`config.mk`:
```
export PLATFORM = sky130hd
export DESIGN_NAME = raster_timing_gen
export DESIGN_NICKNAME = d
export VERILOG_FILES = /design/src/rtl/rtg_pkg.sv /design/src/rtl/rtg_regs.sv /design/src/rtl/rtg_axis.sv /design/src/rtl/rtg_irq.sv /design/src/rtl/raster_timing_gen.sv
export SDC_FILE = /design/constraint.sdc
export NUM_CORES = 1
export LEC_CHECK = 0
export BUFFER_PORTS_ARGS = -buffer_cell sky130_fd_sc_hd__buf_2
export CAP_MARGIN = 20
export CORE_MARGIN = 1
export CORE_UTILIZATION = 66
export CTS_BUF_LIST = sky130_fd_sc_hd__clkbuf_16
export CTS_CLUSTER_DIAMETER = 40
export DETAILED_ROUTE_END_ITERATION = 8
export PLACE_DENSITY_LB_ADDON = 0.08
export SLEW_MARGIN = 10
export SYNTH_ARGS = -nofsm -noshare
export SYNTH_HDL_FRONTEND = slang
export SYNTH_SLANG_ARGS = --single-unit
export TNS_END_PERCENT = 20
```
`constraint.sdc`:
```
create_clock -name clk -period 6.3 [get_ports clk]
set_input_delay 0.315 -clock clk [delete_from_list [all_inputs] [get_ports clk]]
set_output_delay 0.315 -clock clk [all_outputs]
set_load 0.005 [all_outputs]
```
`src/rtl/rtg_pkg.sv`:
```
package rtg_pkg;
    typedef enum logic [1:0] {
        PH_ACTIVE = 2'd0,
        PH_FRONT  = 2'd1,
        PH_SYNC   = 2'd2,
        PH_BACK   = 2'd3
    } phase_t;

    localparam int N_PH = 4;

    localparam logic [3:0] A_RUN   = 4'h0;
    localparam logic [3:0] A_POL   = 4'h1;
    localparam logic [3:0] A_MASK  = 4'h2;
    localparam logic [3:0] A_STAT  = 4'h3;
    localparam logic [3:0] A_HBASE = 4'h4;
    localparam logic [3:0] A_VBASE = 4'h8;

    localparam int POL_DE   = 0;
    localparam int POL_DATA = 1;
    localparam int POL_HS   = 2;
    localparam int POL_VS   = 3;

    localparam logic [3:0] POL_RESET = 4'b0011;
endpackage

```
`src/rtl/rtg_regs.sv`:
```
module rtg_regs
    import rtg_pkg::*;
#(
    parameter int CNT_W = 12
) (
    input  logic             clk,
    input  logic             rst_n,
    input  logic             wr_en,
    input  logic [3:0]       wr_addr,
    input  logic [CNT_W-1:0] wr_data,
    input  logic             frame_end,
    output logic             run,
    output logic [3:0]       pol,
    output logic             mask,
    output logic             stat_clr,
    output logic [CNT_W-1:0] h_len [N_PH],
    output logic [CNT_W-1:0] v_len [N_PH]
);
    logic [CNT_W-1:0] h_live [N_PH];
    logic [CNT_W-1:0] v_live [N_PH];
    logic             shadow_load;

    assign stat_clr    = wr_en && (wr_addr == A_STAT) && wr_data[0];
    assign shadow_load = !run || frame_end;

    always_ff @(posedge clk or negedge rst_n) begin
        if (!rst_n) begin
            run  <= 1'b0;
            pol  <= POL_RESET;
            mask <= 1'b0;
        end else if (wr_en) begin
            if (wr_addr == A_RUN)  run  <= wr_data[0];
            if (wr_addr == A_POL)  pol  <= wr_data[3:0];
            if (wr_addr == A_MASK) mask <= wr_data[0];
        end
    end

    for (genvar g = 0; g < N_PH; g++) begin : g_len
        always_ff @(posedge clk or negedge rst_n) begin
            if (!rst_n) begin
                h_live[g] <= '0;
                v_live[g] <= '0;
                h_len[g]  <= '0;
                v_len[g]  <= '0;
            end else begin
                if (wr_en && wr_addr == A_HBASE + 4'(g)) h_live[g] <= wr_data;
                if (wr_en && wr_addr == A_VBASE + 4'(g)) v_live[g] <= wr_data;
                if (shadow_load) begin
                    h_len[g] <= h_live[g];
                    v_len[g] <= v_live[g];
                end
            end
        end


        h_shadow_hold_chk: assert property (@(posedge clk) disable iff (!rst_n)
            ($past(run) && !$past(frame_end)) |-> $stable(h_len[g]));

        v_shadow_hold_chk: assert property (@(posedge clk) disable iff (!rst_n)
            ($past(run) && !$past(frame_end)) |-> $stable(v_len[g]));
    end
endmodule

```
`src/rtl/rtg_axis.sv`:
```
module rtg_axis
    import rtg_pkg::*;
#(
    parameter int CNT_W = 12
) (
    input  logic             clk,
    input  logic             rst_n,
    input  logic             run,
    input  logic             step,
    input  logic [CNT_W-1:0] lens [N_PH],
    output phase_t           phase,
    output logic [CNT_W-1:0] cnt,
    output logic             last
);
    phase_t           ph_nxt;
    logic [CNT_W-1:0] cnt_nxt;
    logic             at_end;
    logic [1:0]       ph_bits;

    assign at_end  = (cnt == lens[phase]);
    assign last    = step && (phase == PH_BACK) && at_end;
    assign ph_bits = phase;

    always_comb begin
        ph_nxt  = phase;
        cnt_nxt = cnt;
        if (!run) begin
            ph_nxt  = PH_ACTIVE;
            cnt_nxt = '0;
        end else if (step) begin
            if (at_end) begin
                cnt_nxt = '0;
                unique case (phase)
                    PH_ACTIVE: ph_nxt = PH_FRONT;
                    PH_FRONT:  ph_nxt = PH_SYNC;
                    PH_SYNC:   ph_nxt = PH_BACK;
                    PH_BACK:   ph_nxt = PH_ACTIVE;
                endcase
            end else begin
                cnt_nxt = cnt + 1'b1;
            end
        end
    end

    always_ff @(posedge clk or negedge rst_n) begin
        if (!rst_n) begin
            phase <= PH_ACTIVE;
            cnt   <= '0;
        end else begin
            phase <= ph_nxt;
            cnt   <= cnt_nxt;
        end
    end


    cnt_bound_chk: assert property (@(posedge clk) disable iff (!rst_n)
        (run && $past(run)) |-> (cnt <= lens[phase]));

    phase_order_chk: assert property (@(posedge clk) disable iff (!rst_n)
        (run && $past(run) && (ph_bits != $past(ph_bits))) |-> (ph_bits == $past(ph_bits) + 2'd1));
endmodule

```
`src/rtl/rtg_irq.sv`:
```
module rtg_irq (
    input  logic clk,
    input  logic rst_n,
    input  logic vs_act,
    input  logic clr,
    input  logic mask,
    output logic irq
);
    logic vs_q;
    logic stat;
    logic edge_seen;

    assign edge_seen = vs_act && !vs_q;
    assign irq       = stat && mask;

    always_ff @(posedge clk or negedge rst_n) begin
        if (!rst_n) begin
            vs_q <= 1'b0;
            stat <= 1'b0;
        end else begin
            vs_q <= vs_act;
            if (edge_seen)  stat <= 1'b1;
            else if (clr)   stat <= 1'b0;
        end
    end


    stat_rise_chk: assert property (@(posedge clk) disable iff (!rst_n)
        $rose(stat) |-> ($past(vs_act) && !$past(vs_q)));

    stat_edge_wins_chk: assert property (@(posedge clk) disable iff (!rst_n)
        (vs_act && !vs_q) |=> stat);
endmodule

```
`src/rtl/raster_timing_gen.sv`:
```
module raster_timing_gen
    import rtg_pkg::*;
#(
    parameter int CNT_W = 12
) (
    input  logic             clk,
    input  logic             rst_n,
    input  logic             wr_en,
    input  logic [3:0]       wr_addr,
    input  logic [CNT_W-1:0] wr_data,
    output logic             hsync,
    output logic             vsync,
    output logic             de,
    output logic             data_pol,
    output logic [CNT_W-1:0] pix_x,
    output logic [CNT_W-1:0] pix_y,
    output logic             irq
);
    logic             run;
    logic [3:0]       pol;
    logic             mask;
    logic             stat_clr;
    logic [CNT_W-1:0] h_len [N_PH];
    logic [CNT_W-1:0] v_len [N_PH];
    phase_t           h_ph, v_ph;
    logic [CNT_W-1:0] h_cnt, v_cnt;
    logic             h_last, v_last;
    logic             de_act, hs_act, vs_act;

    rtg_regs #(.CNT_W(CNT_W)) u_regs (
        .clk(clk), .rst_n(rst_n), .wr_en(wr_en), .wr_addr(wr_addr),
        .wr_data(wr_data), .frame_end(v_last), .run(run), .pol(pol),
        .mask(mask), .stat_clr(stat_clr), .h_len(h_len), .v_len(v_len)
    );

    rtg_axis #(.CNT_W(CNT_W)) u_h (
        .clk(clk), .rst_n(rst_n), .run(run), .step(run), .lens(h_len),
        .phase(h_ph), .cnt(h_cnt), .last(h_last)
    );

    rtg_axis #(.CNT_W(CNT_W)) u_v (
        .clk(clk), .rst_n(rst_n), .run(run), .step(h_last), .lens(v_len),
        .phase(v_ph), .cnt(v_cnt), .last(v_last)
    );

    rtg_irq u_irq (
        .clk(clk), .rst_n(rst_n), .vs_act(vs_act), .clr(stat_clr),
        .mask(mask), .irq(irq)
    );

    always_comb begin
        de_act   = run && (h_ph == PH_ACTIVE) && (v_ph == PH_ACTIVE);
        hs_act   = run && (h_ph == PH_SYNC);
        vs_act   = run && (v_ph == PH_SYNC);
        de       = pol[POL_DE] ? de_act : !de_act;
        hsync    = pol[POL_HS] ? hs_act : !hs_act;
        vsync    = pol[POL_VS] ? vs_act : !vs_act;
        data_pol = pol[POL_DATA];
        pix_x    = de_act ? h_cnt : '0;
        pix_y    = de_act ? v_cnt : '0;
    end


    idle_zero_chk: assert property (@(posedge clk) disable iff (!rst_n)
        !$past(run) |-> (h_cnt == '0 && v_cnt == '0));

    vline_step_chk: assert property (@(posedge clk) disable iff (!rst_n)
        (run && $past(run) && !$past(h_last)) |-> $stable(v_cnt));
endmodule

```
==> flow_metrics.tcl, run 1 <==
set metrics [dict create \
    status "finished clean" \
    dpl-instance-area_um2 10600 \
    crit_path_max_fanout 66 \
    final_max_slew_viol_count 0 \
    crit_type "flip-flop to flip-flop" \
    rsz0062_at_grt "false" \
    critical_path.max_stage_delay_ns 0.97 \
    instances_no_fill 974 \
    worstSetupStartpointType "flip-flop" \
    synth_cells 703 \
    grt_max_degree 111 \
    required_ns 6.68 \
    syn-num-nets 732 \
    setup_viol 0 \
    final_nets 792 \
    synth_area_leaders "dfrtp_1 (55%), mux2_2 (17%), mux2_4 (5.9%), mux4_2 (5.3%), xnor2_1 (2.4%)" \
    diodes 0 \
    cts_buffer_depth 3 \
    crit_family "buffers and inverters" \
    grt_pass1_wl_um 34400 \
    yosysWarnings 0 \
    ant_nets 0 \
    cts_buffers 34 \
    post-route-period-util_pct 69.0 \
    critPathBufInv 3 \
    p_per_area_nw_per_um2 419 \
    dp_hpwl_um 12900 \
    synth-async-reset-ratio_pct 100 \
    ys_types 42 \
    coreArea_um2 15200 \
    cts_root_buffer "clkbuf_16" \
    final_common_cell "dfrtp_1" \
    drv_cap 0 \
    die_w_um 127 \
    layout_min_cycle_time_ns 4.35 \
    ys_ff_latch 228 \
    die_h_um 127 \
    synth_largest_area_cell "dfrtp_1" \
    clkLatencyLatePin_ns 0.51 \
    endpoint_kind "flip-flop" \
    synth_top_area_share_pct 55.2 \
    final_cell_mix "dfrtp_1 (226), mux2_2 (157), buf_2 (46)" \
    slowest_stage "dfrtp_1" \
    start_util_pct 67.4 \
    grt_pass1_vias 6417 \
    finClkSkew_ns 0.0250 \
    area_delta_synth_final_pct 14.4 \
    vias 5941 \
    routed_via_density 6.10 \
    first_pass_iters 5 \
    wl_per_cell_um 21.2 \
    utilization_pct 77.1 \
    portBuffers 47 \
    ys.flop_type "dfrtp_1" \
    grt_overflow_total 0 \
    track_usage_pct 27.9 \
    fmaxAchievable_mhz 230 \
    tightest_slew_ns 1.00 \
    routed_wl_um 20700 \
    cp_common_cell "buf_4" \
    tritoncts "built" \
    hold_violations 0 \
    die_area_um2 16000 \
    gp_congestion 0.842 \
    fp-row-count 45 \
    synth_edf_count 0 \
    io_pins 48 \
    ys_seq_area_share_pct 55.7 \
    drive_above_1_share_pct 43.3 \
    antenna_found_initial 0 \
    p_leak_nw 5.34 \
    fin_area_um2 11700 \
    finalSetupTns_ns 0 \
    avgSynthCellArea_um2 14.6 \
    worstHoldPathType "input port to flip-flop" \
    slew_headroom_pct 33.3 \
    netlist_area_um2 10300 \
    crit_chain "mux4_2 -> xnor2_1 -> nand4_1 -> nor3_2 -> buf_4 -> a41oi_4 -> buf_4 -> buf_4 -> mux2_2" \
    arrival_ns 4.72 \
    place_inst 914 \
    cts_sinks 228 \
    ir_drop_mv 0.252 \
    clk_pin_slew_worst_paths_ns 0.06 \
    drt_iter0_drc 284 \
    drc 0 \
    cts.htree.levels 2 \
]
-- synth_stat cells (2+ instances only) --
cell type and n:
a41o_1 8, inv_1 15, and3_1 8, a31o_2 3, xor2_1 9, nand3_1 19, dfrtp_1 226, nand3b_1 3
and2_1 25, mux2_2 157, nor2_1 27, nand2_1 13, clkbuf_1 21, mux4_2 24, dfstp_2 2, nor3_1 6
nor3_2 2, a21o_1 2, nand2b_1 6, a211oi_1 2, nand4_1 7, xnor2_1 28, a21oi_1 2, o22ai_1 2
o32ai_1 7, or3_1 4, buf_2 4, mux2_4 40, ha_1 10, buf_1 4, buf_6 6
-- cell families (layout without fill, tap and decap cells) --
logic type,after synthesis,after routing,share of synthesized area (%)
DFF,228,228,55.7
muxes,222,222,28.5
and+or+nand+nor,125,125,6.55
buffers and inverters,51,134,2.39
xor gates and xnor gates,37,37,3.16
AOI/OAI and AO/OA,30,30,2.53
adders and majority gates,10,10,1.22
-- final timing paths --
check	to	slack [ns]	startpoint	cells after the start
worst max-delay path	u_regs.v_len[13]	1.95	u_v.phase[0]	9
worst max register to register	u_regs.v_len[13]	1.95	u_v.phase[0]	9
min in group asynchronous	u_v.cnt[0]	0.44	rst_n	2
worst min register to register	u_irq.stat	0.47	u_irq.vs_q	1
worst min-delay path	u_regs.v_live[21]	0.17	wr_data[9]	2
max in group asynchronous	u_regs.h_live[4]	4.58	rst_n	3
-- where the power goes --
| part | total, mW | internal (mW) | leakage [nW] | switching [mW] |
|---|---|---|---|---|
| clock | 1.76 | 1.08 | 0.539 | 0.675 |
| sequential | 2.17 | 1.90 | 2.84 | 0.268 |
| combinational | 0.984 | 0.608 | 1.97 | 0.376 |
-- sequential cells by signal, indices dropped and copies added, names as in the netlist --
register / flops
u_irq.stat: 1
u_regs.run: 1
u_v.phase: 2
u_regs.v_len: 48
u_regs.pol: 4
u_regs.mask: 1
u_h.phase: 2
u_regs.h_len: 48
u_h.cnt: 12
u_regs.h_live: 48
u_regs.v_live: 48
u_v.cnt: 12
u_irq.vs_q: 1
-- final cells by class --
cell class	instances	area [µm²]
Sequential cell	228	5710
Multi-Input combinational cell	424	4310
Fill cell	848	3480
Clock buffer	34	851
Timing Repair Buffer	60	345
Tap cell	188	235
Clock inverter	25	218
Inverter	15	56.3
-- metrics by stage --
step | hold slack (ns) | power (mW) | setup slack (ns)
floorplan | 0.0194 | 2.89 | 3.51
CTS | 0.161 | 4.94 | 1.93
global route | 0.180 | 5.13 | 1.70
global placement | 0.412 | 3.09 | 1.98
finish | 0.172 | 4.91 | 1.95
detailed placement | 0.412 | 3.16 | 1.94
-- routing by layer --
layer  part of all wire (%)  wire length [µm]  global-route usage (%)
met1                     45              9360                    39.5
met2                     49             10000                    44.6
met3                    4.4               912                    5.15
met4                    1.7               344                    8.29
met5                      0                 0                       0
-- what timing repair did --
item | 4_1_cts | 5_1_grt
setup buffers | 0 | 0
resized for setup | 0 | 0
hold buffers | 1 | 0
endpoints found under the hold margin | 106 | 0
No activity file was read; power rests on OpenSTA's default activity.
==> run 2: changes to the inputs <==
CORE_UTILIZATION = 61   (was 66)
clock period = 4.35 ns   (was 6.3 ns; I/O delays follow)
==> flow_metrics.tcl, run 2 (synthesis gave the netlist of run 1 again) <==
set metrics [dict create \
    status "finished clean" \
    cts_buffers 34 \
    die_h_um 132 \
    start_util_pct 62.0 \
    final_max_slew_viol_count 0 \
    grt_max_degree 129 \
    die_w_um 132 \
    hold_violations 0 \
    dp_hpwl_um 13500 \
    post-route-period-util_pct 78.0 \
    fmaxAchievable_mhz 295 \
    finalSetupTns_ns 0 \
    drive_above_1_share_pct 43.7 \
    worstRegToRegCells 8 \
    crit_path_max_fanout 36 \
    p_leak_nw 5.39 \
    io_pins 48 \
    tritoncts "built" \
    drc 0 \
    p_per_area_nw_per_um2 617 \
    clk_pin_slew_worst_paths_ns 0.05 \
    cts_sinks 228 \
    cts.htree.levels 2 \
    required_ns 4.72 \
    portBuffers 47 \
    grt_pass1_vias 6188 \
    diodes 0 \
    endpoint_kind "flip-flop" \
    clkLatencyLatePin_ns 0.50 \
    gp_congestion 0.802 \
    crit_type "flip-flop to flip-flop" \
    coreArea_um2 16500 \
    ir_drop_mv 0.410 \
    slew_headroom_pct 36.6 \
    antenna_found_initial 0 \
    rsz0062_at_grt "false" \
    drv_cap 0 \
    arrival_ns 3.76 \
    first_pass_iters 7 \
    vias 5952 \
    whs_path_depth 4 \
    fp-row-count 47 \
    grt_pass1_wl_um 34500 \
    cts_buffer_depth 3 \
    final_cell_mix "dfrtp_1 (226), mux2_2 (157), buf_2 (46)" \
    cts.repair.resized 0 \
    worstSetupStartpointType "flip-flop" \
    utilization_pct 71.8 \
    setup_viol 0 \
    tightest_slew_ns 0.950 \
    final_common_cell "dfrtp_1" \
    grt_overflow_total 0 \
    drt_iter0_drc 296 \
    track_usage_pct 26.1 \
    routed_via_density 5.90 \
    post_cts_buffers 0 \
    die_area_um2 17300 \
    routed_wl_um 21400 \
    ant_nets 0 \
    cts_root_buffer "clkbuf_16" \
    worstHoldPathType "input port to flip-flop" \
    layout_min_cycle_time_ns 3.39 \
    area_delta_synth_final_pct 15.8 \
    wl_per_cell_um 21.3 \
    finClkSkew_ns 0.0204 \
    final_nets 795 \
]
==> run 2: metal layers <==
metal | wire, µm | vias up | global-route usage (%)
met5 | 0 | - | 0
met4 | 332 | 0 | 7.17
met3 | 893 | 29 | 4.71
met2 | 10100 | 148 | 40.7
met1 | 10100 | 3112 | 37.9
li1 | - | 2663 | -
==> run 2: worst max-delay path: stages (launching register included) <==
cell and delay (ns):
dfrtp_1 0.50, buf_4 0.33, mux4_2 0.60, xnor2_1 0.19, nand4_1 0.17, nor3_2 0.49
a41oi_4 0.25, buf_4 0.36, mux2_4 0.36
==> run 2: final cells by class <==
class / count / area [µm²]
Clock buffer: 35 / 876
Clock inverter: 23 / 264
Fill cell: 1083 / 4650
Inverter: 15 / 56.3
Multi-Input combinational cell: 424 / 4310
Sequential cell: 228 / 5710
Tap cell: 220 / 275
Timing Repair Buffer: 63 / 380
==> run 2: metrics by stage <==
stage | worst slack [ns] | hold WS [ns] | area, µm² | instances | power, mW
global placement | 0.955 | 0.385 | 10700 | 949 | 4.51
global route | 0.795 | 0.0945 | 11900 | 1008 | 7.62
CTS | 0.917 | 0.0668 | 11900 | 1008 | 7.37
detailed placement | 0.904 | 0.405 | 10700 | 949 | 4.61
finish | 0.956 | 0.0836 | 11900 | 1008 | 7.32
floorplan | 1.56 | -0.0781 | 10300 | 703 | 4.19
==> run 2: worst paths after layout <==
check                             start                to  slack [ns]
max in group asynchronous         rst_n  u_regs.h_live[5]        2.86
min in group asynchronous         rst_n        u_v.cnt[1]        0.43
max reg2reg                u_h.phase[0]  u_regs.h_len[32]        0.96
max                        u_h.phase[0]  u_regs.h_len[32]        0.96
min                          wr_addr[0]        u_irq.stat        0.08
min reg2reg                  u_irq.vs_q        u_irq.stat        0.44
==> run 2: what timing repair did <==
item / in CTS / in global routing
hold endpoints to repair: 123 / 0
setup endpoints to repair: 0 / 0
hold buffers: 1 / 0
==> run 2: report_power, final <==
group	switching (mW)	leakage [nW]	internal, mW
Sequential	0.402	2.84	2.75
Clock	0.964	0.563	1.77
Combinational	0.551	1.98	0.886
Total	1.92	5.39	5.40
==> run 3: changes to the inputs <==
clock period = 3.2 ns   (was 4.35 ns; I/O delays follow)
==> flow_metrics.tcl, run 3 (synthesis gave the netlist of run 1 again) <==
set metrics [dict create \
    status "finished clean" \
    cts_sinks 228 \
    io_pins 48 \
    routed_wl_um 20700 \
    die_w_um 132 \
    cts_buffers 34 \
    nFillCells 1081 \
    gp_congestion 0.798 \
    post-route-period-util_pct 87.9 \
    min_from "wr_data[5]" \
    clockPowerShare_pct 35.9 \
    area_delta_synth_final_pct 16.1 \
    ir_drop_mv 0.460 \
    worstReg2RegStart "u_h.phase[0]" \
    final_max_slew_viol_count 0 \
    cts_buffer_depth 3 \
    finClkSkew_ns 0.0143 \
    crit_start "u_h.phase[0]" \
    dp_hpwl_um 13300 \
    fin_area_um2 11900 \
    dpl-instance-area_um2 10800 \
    required_ns 3.57 \
    wl_per_cell_um 20.4 \
    clk_pin_slew_worst_paths_ns 0.05 \
    antenna_found_initial 0 \
    setup_viol 0 \
    crit_path_max_fanout 48 \
    coreArea_um2 16500 \
    die_h_um 132 \
    comb_power_share_pct 20.4 \
    final_nets 800 \
    clkLatencyLatePin_ns 0.50 \
    first_pass_iters 4 \
    p_per_area_nw_per_um2 816 \
    grt_overflow_total 0 \
    die_area_um2 17300 \
    endpoint_kind "flip-flop" \
    final_cell_mix "dfrtp_1 (226), mux2_2 (157), buf_2 (46)" \
    cts_root_buffer "clkbuf_16" \
    routed_via_density 5.84 \
    pwr-share-seq_pct 43.7 \
    p_leak_nw 5.41 \
    grt-busiest-layer "met1" \
    fp-row-count 47 \
    worstHoldPathType "input port to flip-flop" \
    finalSetupTns_ns 0 \
    final_common_cell "dfrtp_1" \
    grt_pass1_wl_um 33900 \
    drv_cap 0 \
    grt_use_met3_pct 4.98 \
    cts.htree.levels 2 \
    rsz0062_at_grt "false" \
    post_cts_buffers 0 \
    tightest_slew_ns 0.885 \
    crit_type "flip-flop to flip-flop" \
    tritoncts "built" \
    worstSetupStartpointType "flip-flop" \
    p_sw_mw 2.59 \
    slew_headroom_pct 41.0 \
    fmaxAchievable_mhz 355 \
    layout_min_cycle_time_ns 2.81 \
    start_util_pct 62.0 \
    crit_end "u_regs.v_len[27]" \
    grt_pass1_vias 6079 \
    grt_max_degree 105 \
    utilization_pct 72.0 \
    track_usage_pct 25.4 \
    ant_nets 0 \
    arrival_ns 3.18 \
    drc 0 \
    reg2reg_setup_slack_ns 0.39 \
    drive_above_1_share_pct 43.8 \
    grt_use_met2_pct 37.3 \
    finalPower_mw 9.71 \
    vias 5939 \
    hold_violations 0 \
    p_int_mw 7.12 \
    portBuffers 47 \
    drt_iter0_drc 294 \
    worstRegToRegCells 8 \
    p_sw_share_pct 26.7 \
    grt_use_met1_pct 37.9 \
    r2r_end "u_regs.v_len[27]" \
]
run 3: cell types whose count changed in the layout (fill, tap and decap cells not counted), sizes merged:
cell	change
clkinvlp	+3
buf	+5
diode	+1
clkinv	-1
bufinv	-3
inv	+4
run 3: what timing repair did:
action | CTS | global route
endpoints found under the hold margin | 101 | 0
gates resized for setup | 0 | 0
hold buffers | 1 | 0
run 3: worst max-delay path: stages (launching register included):
cell and delay (ns):
dfrtp_1 0.37, buf_12 0.18, mux4_2 0.58, xnor2_1 0.19, nand4_1 0.17, nor3_2 0.36
a41oi_4 0.20, buf_12 0.24, mux2_4 0.33
run 3: per-layer routing:
layer	wire length, µm	vias to the layer above
met1	9760	3086
met3	943	39
met2	9500	130
met4	505	0
li1	-	2684
met5	0	-
run 3: worst min-delay path by stage:
stage	end	slack, ns	cells past startpoint
3_5_place_dp	u_v.cnt[1]	0.25	1
2_1_floorplan	u_h.cnt[0]	-0.14	0
5_1_grt	u_regs.h_live[34]	0.02	2
3_3_place_gp	u_v.cnt[0]	0.24	1
4_1_cts	u_regs.v_live[7]	0.01	2
6_report	u_regs.h_live[41]	0.02	2
run 3: power by group through the flow:
| stage | clock, mW | combinational (mW) | sequential [mW] |
|---|---|---|---|
| final | 3.49 | 1.98 | 4.25 |
| after global routing | 3.69 | 2.13 | 4.34 |
| after CTS | 3.55 | 2.00 | 4.24 |
| after global placement | 0 | 1.90 | 4.22 |
| after detailed placement | 0 | 1.99 | 4.28 |
| after floorplan | 0 | 1.63 | 4.07 |
run 3: layout make-up:
cell class | instances | area, µm² | share of cell area [%]
antenna | 1 | 2.50 | 0.0210
clock buffer | 35 | 876 | 7.36
clock inverter | 26 | 205 | 1.72
inverter | 15 | 56.3 | 0.473
multi-input combinational | 424 | 4310 | 36.2
sequential | 228 | 5710 | 48.0
tap | 220 | 275 | 2.31
timing repair buffer | 68 | 468 | 3.93
run 3: per-stage QoR:
stage,hold WS [ns],cells,setup slack [ns]
floorplan,-0.136,703,0.408
global placement,0.238,954,0.403
detailed placement,0.247,954,0.390
CTS,0.0105,1016,0.363
global route,0.0246,1016,0.263
finish,0.0196,1017,0.386
